<file path="config.mk">
export PLATFORM = sky130hd
export DESIGN_NAME = i2c_evt_ctrl
export DESIGN_NICKNAME = d
export VERILOG_FILES = /design/src/rtl/i2c_evt_pkg.sv /design/src/rtl/i2c_evt_buf.sv /design/src/rtl/i2c_evt_fsm.sv /design/src/rtl/i2c_evt_ctrl.sv
export SDC_FILE = /design/constraint.sdc
export NUM_CORES = 1
export LEC_CHECK = 0
export ABC_AREA = 1
export BUFFER_PORTS_ARGS = -buffer_cell sky130_fd_sc_hd__buf_2
export CAP_MARGIN = 20
export CORE_AREA = 2 2 188 190
export DETAILED_ROUTE_END_ITERATION = 16
export DIE_AREA = 0 0 190 192
export GPL_ROUTABILITY_DRIVEN = 0
export SYNTH_ARGS = -nofsm -noshare
export SYNTH_HDL_FRONTEND = slang
export SYNTH_SLANG_ARGS = --single-unit
</file>
<file path="constraint.sdc">
create_clock -name clk -period 6.9 [get_ports clk]
set_clock_uncertainty 0.15 [all_clocks]
set_input_delay 0.345 -clock clk [delete_from_list [all_inputs] [get_ports clk]]
set_output_delay 0.345 -clock clk [all_outputs]
set_load 0.05 [all_outputs]
</file>
<file path="src/rtl/i2c_evt_pkg.sv">
package i2c_evt_pkg;

  localparam int BIT_FULL  = 0;
  localparam int BIT_RDWR  = 2;
  localparam int BIT_START = 3;
  localparam int BIT_DATA  = 5;

  localparam logic [7:0] STAT_MASK = 8'(1 << BIT_FULL) | 8'(1 << BIT_RDWR) |
                                     8'(1 << BIT_START) | 8'(1 << BIT_DATA);

  typedef enum logic [2:0] {
    EV_WADDR, EV_WDATA, EV_RADDR, EV_RDATA, EV_NACK, EV_BAD
  } evtKind_t;

  typedef struct packed {
    logic zeroStep;
    logic idxClr;
    logic storeRx;
    logic loadTx;
  } dpStb_t;

  function automatic evtKind_t classify(input logic [7:0] st);
    logic [3:0] key;
    key = {st[BIT_START], st[BIT_DATA], st[BIT_RDWR], st[BIT_FULL]};
    case (key)
      4'b1001: classify = EV_WADDR;
      4'b1101: classify = EV_WDATA;
      4'b1010: classify = EV_RADDR;
      4'b1110: classify = EV_RDATA;
      4'b1100: classify = EV_NACK;
      default: classify = EV_BAD;
    endcase
  endfunction

endpackage

</file>
<file path="src/rtl/i2c_evt_buf.sv">
module i2c_evt_buf
  import i2c_evt_pkg::*;
#(
  parameter int DEPTH = 32,
  parameter int DW    = 8
) (
  input  logic          clk,
  input  logic          rstN,
  input  dpStb_t        stb,
  input  logic [DW-1:0] rxData,
  output logic [DW-1:0] txData,
  output logic          zeroLast
);

  localparam int IW = $clog2(DEPTH + 1);
  localparam int ZW = (DEPTH > 1) ? $clog2(DEPTH) : 1;

  logic [IW-1:0] idx;
  logic [IW-1:0] sel;
  logic [IW-1:0] selNext;
  logic [ZW-1:0] zeroPtr;
  logic [DW-1:0] entry [DEPTH];

  // An index parked at DEPTH (after a full read sweep) folds back to 0.
  assign sel      = (idx == IW'(DEPTH)) ? '0 : idx;
  assign selNext  = sel + 1'b1;
  assign zeroLast = (zeroPtr == ZW'(DEPTH - 1));

  always_ff @(posedge clk) begin
    if (!rstN) begin
      idx     <= '0;
      zeroPtr <= '0;
      txData  <= '0;
    end else begin
      if (stb.zeroStep) zeroPtr <= zeroLast ? '0 : zeroPtr + 1'b1;
      if (stb.idxClr) begin
        idx <= '0;
      end else if (stb.storeRx) begin
        idx <= (selNext == IW'(DEPTH)) ? '0 : selNext;
      end else if (stb.loadTx) begin
        idx    <= selNext;
        txData <= entry[sel[ZW-1:0]];
      end
    end
  end

  for (genvar gi = 0; gi < DEPTH; gi++) begin : g_entry
    always_ff @(posedge clk) begin
      if (!rstN) begin
        entry[gi] <= '0;
      end else if (stb.zeroStep && zeroPtr == ZW'(gi)) begin
        entry[gi] <= '0;
      end else if (stb.storeRx && sel == IW'(gi)) begin
        entry[gi] <= rxData;
      end
    end
  end

  a_r3_index_bound: assert property (@(posedge clk) disable iff (!rstN)
    idx <= IW'(DEPTH));

  a_r3_store_wraps: assert property (@(posedge clk) disable iff (!rstN)
    (stb.storeRx && sel == IW'(DEPTH - 1)) |=> idx == '0);

  a_r4_first_read_index: assert property (@(posedge clk) disable iff (!rstN)
    ($past(stb.idxClr) && stb.loadTx) |=> idx == IW'(1));

endmodule

</file>
<file path="src/rtl/i2c_evt_fsm.sv">
module i2c_evt_fsm
  import i2c_evt_pkg::*;
(
  input  logic       clk,
  input  logic       rstN,
  input  logic       evtFlag,
  input  logic [7:0] status,
  input  logic       wcol,
  input  logic       zeroLast,
  output dpStb_t     stb,
  output logic       evtAck,
  output logic       bufRdStb,
  output logic       bufWrStb,
  output logic       wcolClr,
  output logic       relStb,
  output logic       errTrap
);

  typedef enum logic [3:0] {
    ST_IDLE, ST_DUMMY, ST_ZERO, ST_STORE, ST_IDXCLR, ST_LOAD, ST_WAITBF,
    ST_CLRW, ST_WRITE, ST_CHECK, ST_REL, ST_ACK, ST_TRAP
  } st_t;

  st_t  state, nxt;
  logic evtPrev;
  logic evtRise;

  assign evtRise = evtFlag && !evtPrev;

  always_ff @(posedge clk) begin
    if (!rstN) begin
      state   <= ST_IDLE;
      evtPrev <= 1'b0;
    end else begin
      state   <= nxt;
      evtPrev <= evtFlag;
    end
  end

  always_comb begin
    nxt      = state;
    stb      = '0;
    evtAck   = 1'b0;
    bufRdStb = 1'b0;
    bufWrStb = 1'b0;
    wcolClr  = 1'b0;
    relStb   = 1'b0;
    errTrap  = 1'b0;
    case (state)
      ST_IDLE: begin
        if (evtRise) begin
          case (classify(status))
            EV_WADDR: nxt = ST_DUMMY;
            EV_WDATA: nxt = ST_STORE;
            EV_RADDR: nxt = ST_IDXCLR;
            EV_RDATA: nxt = ST_LOAD;
            EV_NACK:  nxt = ST_ACK;
            default:  nxt = ST_TRAP;
          endcase
        end
      end
      ST_DUMMY: begin
        bufRdStb   = 1'b1;
        stb.idxClr = 1'b1;
        nxt        = ST_ZERO;
      end
      ST_ZERO: begin
        stb.zeroStep = 1'b1;
        if (zeroLast) nxt = ST_ACK;
      end
      ST_STORE: begin
        bufRdStb    = 1'b1;
        stb.storeRx = 1'b1;
        nxt         = ST_ACK;
      end
      ST_IDXCLR: begin
        stb.idxClr = 1'b1;
        nxt        = ST_LOAD;
      end
      ST_LOAD: begin
        stb.loadTx = 1'b1;
        nxt        = ST_WAITBF;
      end
      ST_WAITBF: if (!status[BIT_FULL]) nxt = ST_CLRW;
      ST_CLRW: begin
        wcolClr = 1'b1;
        nxt     = ST_WRITE;
      end
      ST_WRITE: begin
        bufWrStb = 1'b1;
        nxt      = ST_CHECK;
      end
      ST_CHECK: nxt = wcol ? ST_CLRW : ST_REL;
      ST_REL: begin
        relStb = 1'b1;
        nxt    = ST_ACK;
      end
      ST_ACK: begin
        evtAck = 1'b1;
        nxt    = ST_IDLE;
      end
      ST_TRAP: errTrap = 1'b1;
      default: nxt = ST_IDLE;
    endcase
  end

  a_r7_trap_sticky: assert property (@(posedge clk) disable iff (!rstN)
    errTrap |=> errTrap);

  a_r7_trap_silent: assert property (@(posedge clk) disable iff (!rstN)
    errTrap |-> !(evtAck || bufRdStb || bufWrStb || relStb));

  a_r8_write_after_clear: assert property (@(posedge clk) disable iff (!rstN)
    bufWrStb |-> $past(wcolClr));

  a_r8_release_clean: assert property (@(posedge clk) disable iff (!rstN)
    relStb |-> !$past(wcol));

  a_r9_ack_single: assert property (@(posedge clk) disable iff (!rstN)
    evtAck |=> !evtAck);

endmodule

</file>
<file path="src/rtl/i2c_evt_ctrl.sv">
module i2c_evt_ctrl
  import i2c_evt_pkg::*;
#(
  parameter int         DEPTH     = 32,
  parameter logic [7:0] SLAVE_ADR = 8'h02
) (
  input  logic       clk,
  input  logic       rstN,
  input  logic       evtFlag,
  output logic       evtAck,
  input  logic [7:0] status,
  input  logic [7:0] rxData,
  output logic       bufRdStb,
  output logic [7:0] txData,
  output logic       bufWrStb,
  input  logic       wcol,
  output logic       wcolClr,
  output logic       relStb,
  output logic       errTrap,
  output logic [7:0] addrOut
);

  dpStb_t stb;
  logic   zeroLast;

  assign addrOut = SLAVE_ADR;

  i2c_evt_fsm u_fsm (
    .clk      (clk),
    .rstN     (rstN),
    .evtFlag  (evtFlag),
    .status   (status),
    .wcol     (wcol),
    .zeroLast (zeroLast),
    .stb      (stb),
    .evtAck   (evtAck),
    .bufRdStb (bufRdStb),
    .bufWrStb (bufWrStb),
    .wcolClr  (wcolClr),
    .relStb   (relStb),
    .errTrap  (errTrap)
  );

  i2c_evt_buf #(.DEPTH(DEPTH), .DW(8)) u_buf (
    .clk      (clk),
    .rstN     (rstN),
    .stb      (stb),
    .rxData   (rxData),
    .txData   (txData),
    .zeroLast (zeroLast)
  );

  a_r10_hold_while_zero: assert property (@(posedge clk) disable iff (!rstN)
    stb.zeroStep |-> !relStb);

endmodule

</file>
==> flow_summary.json <==
{
  "status": "finished clean",
  "multi_input_area_mm2": 0.00488,
  "vias": 10700,
  "dieHeight_um": 192,
  "grt_pass1_wl_mm": 58.2,
  "fillers": 3307,
  "finalMaxSlewViolations": 0,
  "power_leakage_uw": 0.00633,
  "dr.pass1.iters": 6,
  "nets": 1624,
  "hold_viol_final": 0,
  "synth.distinct_cells": 29,
  "diodes": 0,
  "finalSetupTns_ns": 0,
  "core_area_mm2": 0.0343,
  "rsz0062_at_grt": "false",
  "slew_headroom_pct": 27.5,
  "syn_area_mm2": 0.0136,
  "ir_drop_uv": 175,
  "layout-drive-gt1-share_pct": 8.45,
  "synthCells": 1587,
  "cts_max_level": 1,
  "chipWidth_um": 190,
  "stdcell_count": 2077,
  "hold_class": "input port to flop",
  "p_total_uw": 4160,
  "yosys.area.top_type": "edfxtp_1",
  "insertion_delay_ns": 0.56,
  "grt_max_degree": 92,
  "cp.required_ns": 6.95,
  "startpoint_type": "flop",
  "vias_per_cell": 5.13,
  "io_buffers": 29,
  "syn_area_per_cell_um2": 8.59,
  "fmax_mhz": 250,
  "avgRoutedWirePerCell_um": 18.3,
  "synth-warning-count": 0,
  "tritoncts": "done",
  "clk_pin_slew_ns": 0.06,
  "grt_pass1_vias": 10300,
  "start_util_pct": 39.8,
  "cts_root_buf": "clkbuf_16",
  "io_pins": 42,
  "rows": 68,
  "period_share_pct": 58.0,
  "cap_violations": 0,
  "ant_nets": 0,
  "drt_iter0_drc": 934,
  "clockBufferDepth": 3,
  "worst_setup_path_end_kind": "flop",
  "grt_overflow_total": 0,
  "totalWireLength_mm": 37.9,
  "cellPowerDensity_mw_per_mm2": 275,
  "antenna_found_initial": 0,
  "worstPathArrival_ns": 4.06,
  "synth-seq-cells": 280,
  "seq_area_mm2": 0.00817,
  "fin_area_mm2": 0.0151,
  "fin_crit_ns": 4.00,
  "tightest_slew_ns": 1.09,
  "path_class": "flop to flop",
  "grt_usage_pct": 21.0,
  "cts_resized": 0,
  "critPathMaxFanout": 49,
  "clock_sinks": 280,
  "cts_buffers": 30,
  "synthTopCellsByArea": "edfxtp_1 (56%), nand2_1 (17%), nor2_1 (9.8%), dfxtp_1 (3.5%), a21oi_1 (2.6%)",
  "placed_area_mm2": 0.0142,
  "dp_hpwl_mm": 24.1,
  "seq_area_frac_synth_pct": 59.9,
  "dp_cells": 2020,
  "yosysTopAreaCellShare_pct": 56.4,
  "die_area_mm2": 0.0365,
  "drc_errors": 0,
  "finalSetupViolations": 0,
  "area_growth_pct": 10.9
}
-- flip-flops by register name, indices dropped and copies added (netlist names) --
register and cells:
u_buf.entry 256, u_buf.zeroPtr 5, u_buf.idx 6, u_buf.txData 8, u_fsm.state 4, u_fsm.evtPrev 1
-- area by class of cell --
type | count | area share (%)
Clock buffer | 47 | 5.59
Timing Repair Buffer | 57 | 2.30
Clock inverter | 9 | 0.629
Multi-Input combinational cell | 1170 | 32.2
Tap cell | 455 | 3.76
Sequential cell | 280 | 54.0
Inverter | 59 | 1.47
-- worst paths after layout --
check / startpoint / endpoint / slack [ns] / cells after the start
max: u_buf.idx[0]$_SDFFE_PP0P_ / u_buf.entry[13][0]$_SDFFCE_PN0P_ / 2.90 / 10
min: wcol / u_fsm.state[0]$_SDFFE_PN0P_ / 0.02 / 5
max reg2reg: u_buf.idx[0]$_SDFFE_PP0P_ / u_buf.entry[13][0]$_SDFFCE_PN0P_ / 2.90 / 10
min reg2reg: u_fsm.state[1]$_SDFFE_PN0P_ / u_fsm.state[1]$_SDFFE_PN0P_ / 0.36 / 2
-- layout by cell type (no fill, tap or decap), types with 6 or more instances in the layout --
| cell type | n |
|---|---|
| a21oi_1 | 70 |
| buf_2 | 33 |
| buf_4 | 23 |
| clkbuf_1 | 15 |
| clkbuf_16 | 31 |
| conb_1 | 8 |
| dfxtp_1 | 22 |
| edfxtp_1 | 256 |
| ha_1 | 6 |
| inv_1 | 51 |
| inv_2 | 7 |
| nand2_1 | 608 |
| nand2_2 | 6 |
| nand3_1 | 46 |
| nand3_2 | 7 |
| nand3_4 | 6 |
| nor2_1 | 357 |
| nor2_2 | 6 |
| o21ai_0 | 36 |
-- Yosys cell counts (all sizes together) --
cell type  count
nand2        614
nand3         59
edfxtp       256
nand4          2
nor2         369
o211ai         2
dfxtp         24
a21oi         70
inv           58
clkbuf        46
o21ai         36
conb           2
buf           38
nand3b         1
clkinv         1
a21boi         1
nor3           2
ha             6
-- timing repair --
item / 4_1_cts / 5_1_grt
endpoints found under the hold margin: 1 / 0
buffers inserted: 0 / 0
hold buffers: 1 / 0
-- cell families (layout without fill, tap and decap cells) --
kind of cell | after synthesis | count (layout) | share of synthesized area (%)
flops | 280 | 280 | 59.9
simple gates | 1047 | 1047 | 30.9
fa+ha+maj | 6 | 6 | 0.550
other cells | 2 | 8 | 0.0551
buf+inv | 143 | 172 | 4.51
compound gates | 109 | 109 | 4.05
-- worst max-delay path: stages, from the launching register on --
cell and delay, ns:
dfxtp_2 0.85, buf_4 0.62, nor2_8 0.17, inv_2 0.18, nor2_2 0.09, nand2_1 0.10
nand2_1 0.09, nand3_2 0.18, clkinv_2 0.44, nand3_4 0.33, nand2_1 0.33
-- stage by stage --
step	utilization (%)	setup WS (ns)	hold WS [ns]
2_1_floorplan	-	4.48	0.293
3_3_place_gp	41.2	3.00	0.342
3_5_place_dp	41.4	2.94	0.345
4_1_cts	44.1	2.93	0.00765
5_1_grt	44.1	2.68	0.0792
6_report	44.1	2.90	0.0233
-- where the power goes --
| group | internal [uW] | switching (uW) |
|---|---|---|
| Combinational | 146 | 457 |
| Clock | 911 | 651 |
| Sequential | 1940 | 47.9 |
| Total | 3000 | 1160 |
-- routing by layer --
metal	global-route usage, %	vias to the layer above	share of wire, %
met5	0	-	0
met3	3.60	86	7.2
met1	28.6	5062	44
li1	-	5109	-
met2	33.8	408	46
met4	7.30	0	3.6
Power figures use the tool's default switching activity.
